<file path="config.mk">
export PLATFORM = sky130hd
export DESIGN_NAME = ddr_cmd_tracker
export DESIGN_NICKNAME = d
export VERILOG_FILES = /design/src/rtl/ddr_trk_pkg.sv /design/src/rtl/ddr_trk_decode.sv /design/src/rtl/ddr_trk_bank.sv /design/src/rtl/ddr_trk_power.sv /design/src/rtl/ddr_cmd_tracker.sv
export SDC_FILE = /design/constraint.sdc
export NUM_CORES = 1
export LEC_CHECK = 0
export CAP_MARGIN = 5
export CORE_AREA = 3 3 93 95
export DETAILED_ROUTE_END_ITERATION = 8
export DIE_AREA = 0 0 96 98
export GPL_ROUTABILITY_DRIVEN = 0
export PLACE_DENSITY = 0.84
export REMOVE_ABC_BUFFERS = 1
export SYNTH_ARGS = -nofsm -noshare
export SYNTH_HDL_FRONTEND = slang
export SYNTH_HIERARCHICAL = 1
export SYNTH_SLANG_ARGS = --single-unit
</file>
<file path="constraint.sdc">
create_clock -name clk -period 8 [get_ports clk]
set_input_delay 1.6 -clock clk [delete_from_list [all_inputs] [get_ports clk]]
set_output_delay 1.6 -clock clk [all_outputs]
set_load 0.1 [all_outputs]
</file>
<file path="src/rtl/ddr_trk_pkg.sv">
package ddr_trk_pkg;

  typedef enum logic [2:0] {
    CMD_NOP,
    CMD_ACT,
    CMD_RD,
    CMD_WR,
    CMD_PRE,
    CMD_REF,
    CMD_MRS,
    CMD_OTHER
  } cmd_e;

  typedef enum logic [1:0] {
    PWR_NORMAL = 2'd0,
    PWR_PPD    = 2'd1,
    PWR_APD    = 2'd2,
    PWR_SELF   = 2'd3
  } pwr_e;

  // strobe vector bit positions
  localparam int STB_MRS  = 0;
  localparam int STB_REF  = 1;
  localparam int STB_PRE  = 2;
  localparam int STB_WR   = 3;
  localparam int STB_RD   = 4;
  localparam int STB_ACT  = 5;
  localparam int STB_ILL  = 6;
  localparam int STB_CKE  = 7;
  localparam int STB_W    = 8;

endpackage

</file>
<file path="src/rtl/ddr_trk_decode.sv">
module ddr_trk_decode
  import ddr_trk_pkg::*;
(
  input  logic cs_n,
  input  logic ras_n,
  input  logic cas_n,
  input  logic we_n,
  output cmd_e cmd
);

  // command coding, R2 chip-select masking
  always_comb begin
    cmd = CMD_NOP;
    if (!cs_n) begin
      unique case ({ras_n, cas_n, we_n})
        3'b111:  cmd = CMD_NOP;
        3'b011:  cmd = CMD_ACT;
        3'b101:  cmd = CMD_RD;
        3'b100:  cmd = CMD_WR;
        3'b010:  cmd = CMD_PRE;
        3'b001:  cmd = CMD_REF;
        3'b000:  cmd = CMD_MRS;
        default: cmd = CMD_OTHER;
      endcase
    end
  end

endmodule

</file>
<file path="src/rtl/ddr_trk_bank.sv">
module ddr_trk_bank #(
  parameter int ROW_W = 13
) (
  input  logic             clk,
  input  logic             rst_n,
  input  logic             open_set,
  input  logic             close,
  input  logic [ROW_W-1:0] row_in,
  output logic             open_q,
  output logic [ROW_W-1:0] row_q
);

  logic             open_d;
  logic [ROW_W-1:0] row_d;

  always_comb begin
    open_d = open_q;
    row_d  = row_q;
    if (open_set) begin
      open_d = 1'b1;
      row_d  = row_in;
    end else if (close) begin
      open_d = 1'b0;
    end
  end

  always_ff @(posedge clk or negedge rst_n) begin
    if (!rst_n) begin
      open_q <= 1'b0;
      row_q  <= '0;
    end else begin
      open_q <= open_d;
      row_q  <= row_d;
    end
  end

  // an activate opens the bank and captures the row
  p_act_opens_r3: assert property (@(posedge clk) disable iff (!rst_n)
    open_set |=> (open_q && row_q == $past(row_in)));

  // a close request leaves the bank idle
  p_close_idles_r5: assert property (@(posedge clk) disable iff (!rst_n)
    (close && !open_set) |=> !open_q);

endmodule

</file>
<file path="src/rtl/ddr_trk_power.sv">
module ddr_trk_power
  import ddr_trk_pkg::*;
(
  input  logic clk,
  input  logic rst_n,
  input  logic cke,
  input  logic is_ref,
  input  logic any_open,
  input  logic busy,
  output pwr_e state_q,
  output pwr_e state_vis,
  output logic cmd_en,
  output logic cke_err,
  output logic sr_bad
);

  pwr_e state_d;

  // power state transitions
  always_comb begin
    state_d = state_q;
    cke_err = 1'b0;
    sr_bad  = 1'b0;
    unique case (state_q)
      PWR_NORMAL: begin
        if (!cke) begin
          if (busy) begin
            cke_err = 1'b1;
          end else if (is_ref && any_open) begin
            sr_bad = 1'b1;
          end else if (is_ref) begin
            state_d = PWR_SELF;
          end else if (any_open) begin
            state_d = PWR_APD;
          end else begin
            state_d = PWR_PPD;
          end
        end
      end
      default: begin
        if (cke) state_d = PWR_NORMAL;
      end
    endcase
  end

  always_ff @(posedge clk or negedge rst_n) begin
    if (!rst_n) state_q <= PWR_NORMAL;
    else        state_q <= state_d;
  end

  // self-refresh exit is visible without a clock edge
  assign state_vis = (state_q == PWR_SELF && cke) ? PWR_NORMAL : state_q;
  assign cmd_en    = (state_q == PWR_NORMAL) && cke;

  // active power-down only with a row open, precharge power-down only idle
  p_apd_open_r8: assert property (@(posedge clk) disable iff (!rst_n)
    (state_q == PWR_APD) |-> any_open);
  p_ppd_idle_r8: assert property (@(posedge clk) disable iff (!rst_n)
    (state_q == PWR_PPD) |-> !any_open);

  // self refresh holds only with every bank idle, leaves on CKE high
  p_sr_idle_r9: assert property (@(posedge clk) disable iff (!rst_n)
    (state_q == PWR_SELF) |-> !any_open);
  p_sr_exit_r9: assert property (@(posedge clk) disable iff (!rst_n)
    (state_q == PWR_SELF && cke) |=> (state_q == PWR_NORMAL));

endmodule

</file>
<file path="src/rtl/ddr_cmd_tracker.sv">
module ddr_cmd_tracker
  import ddr_trk_pkg::*;
#(
  parameter int BA_W       = 2,
  parameter int ADDR_W     = 13,
  parameter int AP_BIT     = 10,
  parameter int ACCESS_CYC = 4
) (
  input  logic                          clk,
  input  logic                          rst_n,
  input  logic                          cke,
  input  logic                          cs_n,
  input  logic                          ras_n,
  input  logic                          cas_n,
  input  logic                          we_n,
  input  logic [BA_W-1:0]               ba,
  input  logic [ADDR_W-1:0]             addr,
  output logic                          act_o,
  output logic                          rd_o,
  output logic                          wr_o,
  output logic                          pre_o,
  output logic                          ref_o,
  output logic                          mrs_o,
  output logic                          illegal_o,
  output logic                          cke_err_o,
  output logic [(1<<BA_W)-1:0]          bank_open_o,
  output logic [(1<<BA_W)*ADDR_W-1:0]   open_rows_o,
  output logic [ADDR_W-1:0]             mode_reg_o,
  output logic [ADDR_W-1:0]             ext_mode_reg_o,
  output logic [1:0]                    pwr_state_o
);

  localparam int NUM_BANKS = 1 << BA_W;
  localparam int CNT_W     = $clog2(ACCESS_CYC + 1);

  cmd_e cmd;
  pwr_e pwr_q;
  pwr_e pwr_vis;
  logic cmd_en;
  logic pd_cke_err;
  logic pd_sr_bad;

  logic [NUM_BANKS-1:0] open_q;
  logic [NUM_BANKS-1:0] act_set;
  logic [NUM_BANKS-1:0] close_req;
  logic                 sel_open;
  logic                 any_open;
  logic                 ap_bit;
  logic                 ba_hi;
  logic                 ill_cmd;
  logic                 legal;

  logic [CNT_W-1:0]  win_q, win_d;
  logic              busy;

  logic [STB_W-1:0]  stb_q, stb_d;
  logic [ADDR_W-1:0] mr_q, mr_d, emr_q, emr_d;
  logic              mr_en, emr_en;

  ddr_trk_decode u_dec (
    .cs_n  (cs_n),
    .ras_n (ras_n),
    .cas_n (cas_n),
    .we_n  (we_n),
    .cmd   (cmd)
  );

  assign sel_open = open_q[ba];
  assign any_open = |open_q;
  assign ap_bit   = addr[AP_BIT];
  assign ba_hi    = (ba >> 1) != '0;
  assign busy     = (win_q != '0);

  ddr_trk_power u_pwr (
    .clk       (clk),
    .rst_n     (rst_n),
    .cke       (cke),
    .is_ref    (cmd == CMD_REF),
    .any_open  (any_open),
    .busy      (busy),
    .state_q   (pwr_q),
    .state_vis (pwr_vis),
    .cmd_en    (cmd_en),
    .cke_err   (pd_cke_err),
    .sr_bad    (pd_sr_bad)
  );

  // bank-rule check
  always_comb begin
    ill_cmd = 1'b0;
    unique case (cmd)
      CMD_ACT:         ill_cmd = sel_open;
      CMD_RD, CMD_WR:  ill_cmd = !sel_open;
      CMD_REF:         ill_cmd = any_open;
      CMD_MRS:         ill_cmd = any_open || ba_hi;
      default:         ill_cmd = 1'b0;
    endcase
  end

  assign legal = cmd_en && !ill_cmd;

  // per-bank open and close requests
  always_comb begin
    for (int b = 0; b < NUM_BANKS; b++) begin
      act_set[b]   = legal && (cmd == CMD_ACT) && (ba == BA_W'(b));
      close_req[b] = legal &&
                     (((cmd == CMD_PRE) && (ap_bit || ba == BA_W'(b))) ||
                      ((cmd == CMD_RD || cmd == CMD_WR) && ap_bit && ba == BA_W'(b)));
    end
  end

  generate
    for (genvar g = 0; g < NUM_BANKS; g++) begin : g_bank
      ddr_trk_bank #(.ROW_W(ADDR_W)) u_bank (
        .clk      (clk),
        .rst_n    (rst_n),
        .open_set (act_set[g]),
        .close    (close_req[g]),
        .row_in   (addr),
        .open_q   (open_q[g]),
        .row_q    (open_rows_o[g*ADDR_W +: ADDR_W])
      );
    end
  endgenerate

  // access window after each accepted read or write
  always_comb begin
    win_d = win_q;
    if (legal && (cmd == CMD_RD || cmd == CMD_WR)) win_d = CNT_W'(ACCESS_CYC);
    else if (busy)                                 win_d = win_q - 1'b1;
  end

  // mode register capture
  assign mr_en  = legal && (cmd == CMD_MRS) && (ba == BA_W'(0));
  assign emr_en = legal && (cmd == CMD_MRS) && (ba == BA_W'(1));
  assign mr_d   = mr_en  ? addr : mr_q;
  assign emr_d  = emr_en ? addr : emr_q;

  // one-cycle strobes
  always_comb begin
    stb_d          = '0;
    stb_d[STB_ACT] = legal && (cmd == CMD_ACT);
    stb_d[STB_RD]  = legal && (cmd == CMD_RD);
    stb_d[STB_WR]  = legal && (cmd == CMD_WR);
    stb_d[STB_PRE] = legal && (cmd == CMD_PRE);
    stb_d[STB_REF] = legal && (cmd == CMD_REF);
    stb_d[STB_MRS] = legal && (cmd == CMD_MRS);
    stb_d[STB_ILL] = (cmd_en && ill_cmd) || pd_sr_bad;
    stb_d[STB_CKE] = pd_cke_err;
  end

  always_ff @(posedge clk or negedge rst_n) begin
    if (!rst_n) begin
      win_q <= '0;
      stb_q <= '0;
      mr_q  <= '0;
      emr_q <= '0;
    end else begin
      win_q <= win_d;
      stb_q <= stb_d;
      mr_q  <= mr_d;
      emr_q <= emr_d;
    end
  end

  assign act_o          = stb_q[STB_ACT];
  assign rd_o           = stb_q[STB_RD];
  assign wr_o           = stb_q[STB_WR];
  assign pre_o          = stb_q[STB_PRE];
  assign ref_o          = stb_q[STB_REF];
  assign mrs_o          = stb_q[STB_MRS];
  assign illegal_o      = stb_q[STB_ILL];
  assign cke_err_o      = stb_q[STB_CKE];
  assign bank_open_o    = open_q;
  assign mode_reg_o     = mr_q;
  assign ext_mode_reg_o = emr_q;
  assign pwr_state_o    = pwr_vis;

  // at most one strobe or flag per cycle
  p_one_strobe_r1: assert property (@(posedge clk) disable iff (!rst_n)
    $onehot0(stb_q));

  // a deselected cycle produces no strobe and no bank-rule flag
  p_cs_mask_r2: assert property (@(posedge clk) disable iff (!rst_n)
    cs_n |=> !(act_o || rd_o || wr_o || pre_o || ref_o || mrs_o || illegal_o));

  // illegal commands leave banks and mode registers untouched
  p_ill_banks_r7: assert property (@(posedge clk) disable iff (!rst_n)
    illegal_o |-> (bank_open_o == $past(bank_open_o)));
  p_ill_modes_r7: assert property (@(posedge clk) disable iff (!rst_n)
    illegal_o |-> ($stable(mode_reg_o) && $stable(ext_mode_reg_o)));

  // access window never longer than ACCESS_CYC
  p_window_bound_r10: assert property (@(posedge clk) disable iff (!rst_n)
    win_q <= CNT_W'(ACCESS_CYC));

endmodule

</file>
# ---- After elaboration in Yosys (flattened, before gate mapping)
# Cells that the tools add are included.
dict set report op_classes {
  n_mux 30
  reduce_logical 57
  add_sub_neg 1
  n_eq_ne 19
  order_cmp 1
}
# operator n
set ops {}
lappend ops {{$logic_and 1x1->1} 31}
lappend ops {{$pmux 3 s7} 1}
lappend ops {{$eq 3x3->1 const B} 6}
lappend ops {{$mux 1} 16}
lappend ops {{$mux 2} 8}
lappend ops {{$eq 3x2->1 const B} 4}
lappend ops {{$reduce_bool 2->1} 6}
lappend ops {{$logic_or 1x1->1} 11}
lappend ops {{$mux 3} 3}
lappend ops {{$eq 2x2->1 const B} 3}
lappend ops {{$eq 3x1->1 const B} 2}
lappend ops {{$ne 2x2->1 const B} 3}
lappend ops {{$logic_not 2->1} 2}
lappend ops {{$pmux 1 s4} 1}
lappend ops {{$reduce_and 4->1} 1}
lappend ops {{$reduce_or 4->1} 1}
lappend ops {{$logic_not 3->1} 1}
lappend ops {{$lt 2x3->1 const B} 1}
lappend ops {{$reduce_bool 3->1} 1}
lappend ops {{$sub 3x1->3 const B} 1}
lappend ops {{$bmux 1 s2} 1}
lappend ops {{$eq 2x1->1 const B} 1}
lappend ops {{$logic_not 1->1} 2}
lappend ops {{$reduce_or 2->1} 1}
dict set report totals {
  in_bits 22
  regBits 95
  output_inout_bits 92
  wordCells 121
}

# ---- Depth between registers and ports, before layout
dict set report depth {
  word_depth 11
  depth_mapped 9
  mapped_depth_nobuf 8
}

# ---- By module
# The synthesis kept the hierarchy.
# module n_inst seq_area_each_um2 cells_per_inst area_per_inst_um2
set by_module_without_submodules {}
lappend by_module_without_submodules {ddr_trk_bank 4 350.3 30 520.5}
lappend by_module_without_submodules {ddr_cmd_tracker 1 925.9 138 1697.9}
lappend by_module_without_submodules {ddr_trk_power 1 50.0 14 132.6}
lappend by_module_without_submodules {ddr_trk_decode 1 0.0 8 47.5}

# ---- Worst setup path before layout
# No wires, ideal clock.
dict set report synth_timing {
  path_type {input to output}
  from {input port cke}
  to {output port pwr_state_o[1]}
  required_time_ns 6.400
  t_arrival_ns 3.787
  path_slack_ns 2.613
  cell_stages 1
  path_buffers 0
  cell_sequence {a21boi_0}
}
dict set report synth_between {
  elab_chain_len 2
}
# item line
set synth_rtl {}
lappend synth_rtl {{start, declared} ddr_cmd_tracker.sv:11} ;# input logic cke,
lappend synth_rtl {{$logic_and 1x1->1} ddr_trk_power.sv:52} ;# assign state_vis = (state_q == PWR_SELF && cke) ? PWR_NORMAL : state_q;
lappend synth_rtl {{$mux 2} ddr_trk_power.sv:52}
lappend synth_rtl {{end, declared} ddr_cmd_tracker.sv:30} ;# output logic [1:0] pwr_state_o
# Every way passes these cells.

# ---- Worst setup path in the final report
# Ends and elaborated chain as after synthesis.

==> flow_summary.ini <==
[clocking]
holdBufCountCts = 0
cts.path.max_buffers = 2
cts.clk_slew.worst_paths_ns = 0.10
ctsResizeCount = 0
post_cts_buffers = 0
cts-root-buf = clkbuf_8
cts_sinks = 95
clk_latency_ns = 0.36
cts_tree = yes
numCtsBuffers = 9
cts_max_level = 3

[global_route]
antenna_found_initial = 0
grt_first_pass_wirelength_um = 15400
grt_max_degree = 59
overflow = 0
grt_use_total_pct = 21.2
grt_pass1_vias = 2987

[detailed_routing]
wl_per_cell_um = 18.4
drt_first_iter_violations = 112
avgViaCountPerCell = 5.29
drc = 0
antenna_left = 0
vias = 2671
dr.pass1.iters = 4
wirelength_um = 9300

[die]
initial_core_util_pct = 50.7
die_w_um = 96
die_y_um = 98
die_area_um2 = 9410
coreArea_um2 = 7810
io_pins = 114
rows = 32

[synthesis]
synth_top_area_share_pct = 60.0
seq_area_frac_synth_pct = 60.0
synth_xor_area_share_pct = 0.664
syn_inst = 280
synth_area_leaders = dfrtp_1 60%, mux2_2 16%, mux2_1 6.5%
async_flop_share_pct = 100
yosysMostFrequentCell = dfrtp_1
synth_top_area_cell = dfrtp_1
synth-seq-cells = 95
syn-cell-area_um2 = 3960
synth_mux_area_share_pct = 23.3
synth-main-ff-cell = dfrtp_1
syn_avg_cell_area_um2 = 14.1
synth_top_family_by_area = multiplexers
netlist_top_cells_count = 95 x dfrtp_1, 58 x mux2_2, 23 x mux2_1
synth-edff-count = 0
synthAdderAreaFrac_pct = 0.632
netlist-cell-type-count = 42
synth_warnings = 6
synthSimpleGateAreaFrac_pct = 8.34
synth-compound-area-share_pct = 3.98

[worst_setup_path]
cp-start-kind = primary input
crit_type = in -> out
cp.required_ns = 6.40
end_kind = output port
cp_max_fo = 8
worst_ep_arrival_time_ns = 3.49

[place]
hpwl_um = 6400
place_ws_ns = 2.91
io_buffers = 113

[sta]
tightest_slew_ns = 1.04
grt_setup_unrepaired = no
layout_setup_ws_ns = 2.91
setup_viol_count_final = 0
fin_crit_sh_pct = 63.6
period_needed_ns = 5.09
holdWs_ns = 0.491
skew_ns = 0.00866
fmax_ghz = 0.197
drv_slew = 0
tns_ns = 0
hold_violations = 0
slew-limit-headroom_pct = 30.6

[finish]
multi_input_area_um2 = 1470
antennaDiodeCount = 0
register_area_um2 = 2380
num-fill-cells = 556
drive_above_1_share_pct = 21.8
syn_to_final_growth_pct = 35.6
layout.nets = 422

[status]
status = completed

[min_path]
hp-class = reg -> reg

[run]
maxCapViolCount = 0
placed cells by master, fill, tap and decap left out, types with 5 or more instances in the layout:
master,count
inv_1,11
buf_4,5
mux2_2,58
nand2_1,6
a21oi_1,8
clkbuf_8,9
clkdlybuf4s50_1,112
nor2_1,11
nor4b_1,5
dfrtp_1,95
nor3_1,5
nand2b_1,10
mux2_1,23
cells by family after synthesis:
logic type                 Yosys count
AOI/OAI and AO/OA                   22
xor gates and xnor gates             3
adders and majority gates            2
buffers and inverters               21
DFF                                 95
muxes                               82
and+or+nand+nor                     55
registers in the layout, indices dropped and copies added, names as in the netlist:
register and flops:
g_bank.u_bank/row_q 52, mode_reg_o 13, g_bank.u_bank/open_q 4, ext_mode_reg_o 13, stb_q 8, u_pwr/state_q 2, win_q 3
layer usage:
layer	vias to the layer above	track usage, %	wire [um]
li1	1220	-	-
met1	1337	27.8	3960
met2	104	31.9	4320
met3	10	10.0	928
met4	0	5.25	101
met5	-	0	0
critical path, stage by stage:
cell,delay [ns]
clkdlybuf4s50_1,0.52
a21boi_0,0.21
clkdlybuf4s50_1,1.15
per-stage QoR:
stage / cell area, um^2 / cells / util (%)
after global placement: 5170 / 489 / 66.3
after floorplan: 3880 / 270 / -
after detailed placement: 5170 / 489 / 66.3
after global routing: 5370 / 505 / 68.8
after CTS: 5370 / 505 / 68.8
final: 5370 / 505 / 68.8
area by class of cell:
type / instances / share of cell area [%]
Clock inverter: 6 / 1.26
Clock buffer: 10 / 2.38
Multi-Input combinational cell: 164 / 27.4
Tap cell: 102 / 2.38
Sequential cell: 95 / 44.3
Inverter: 11 / 0.769
Timing Repair Buffer: 117 / 21.6
path summary, 6_finish.rpt:
kind	from	endpoint	slack (ns)	depth (start not counted)
setup / recovery	cke	pwr_state_o[1]	2.91	3
setup reg to reg	u_pwr/state_q[1]	g_bank[0].u_bank/row_q[2]	4.84	5
hold / removal	mode_reg_o[3]	mode_reg_o[3]	0.49	1
max in group asynchronous	rst_n	win_q[2]	5.70	2
hold reg to reg	mode_reg_o[3]	mode_reg_o[3]	0.49	1
min in group asynchronous	rst_n	stb_q[7]	1.19	1
Power is not shown: default switching activity piles up to over one toggle a cycle in this logic, so the estimate is an artifact.
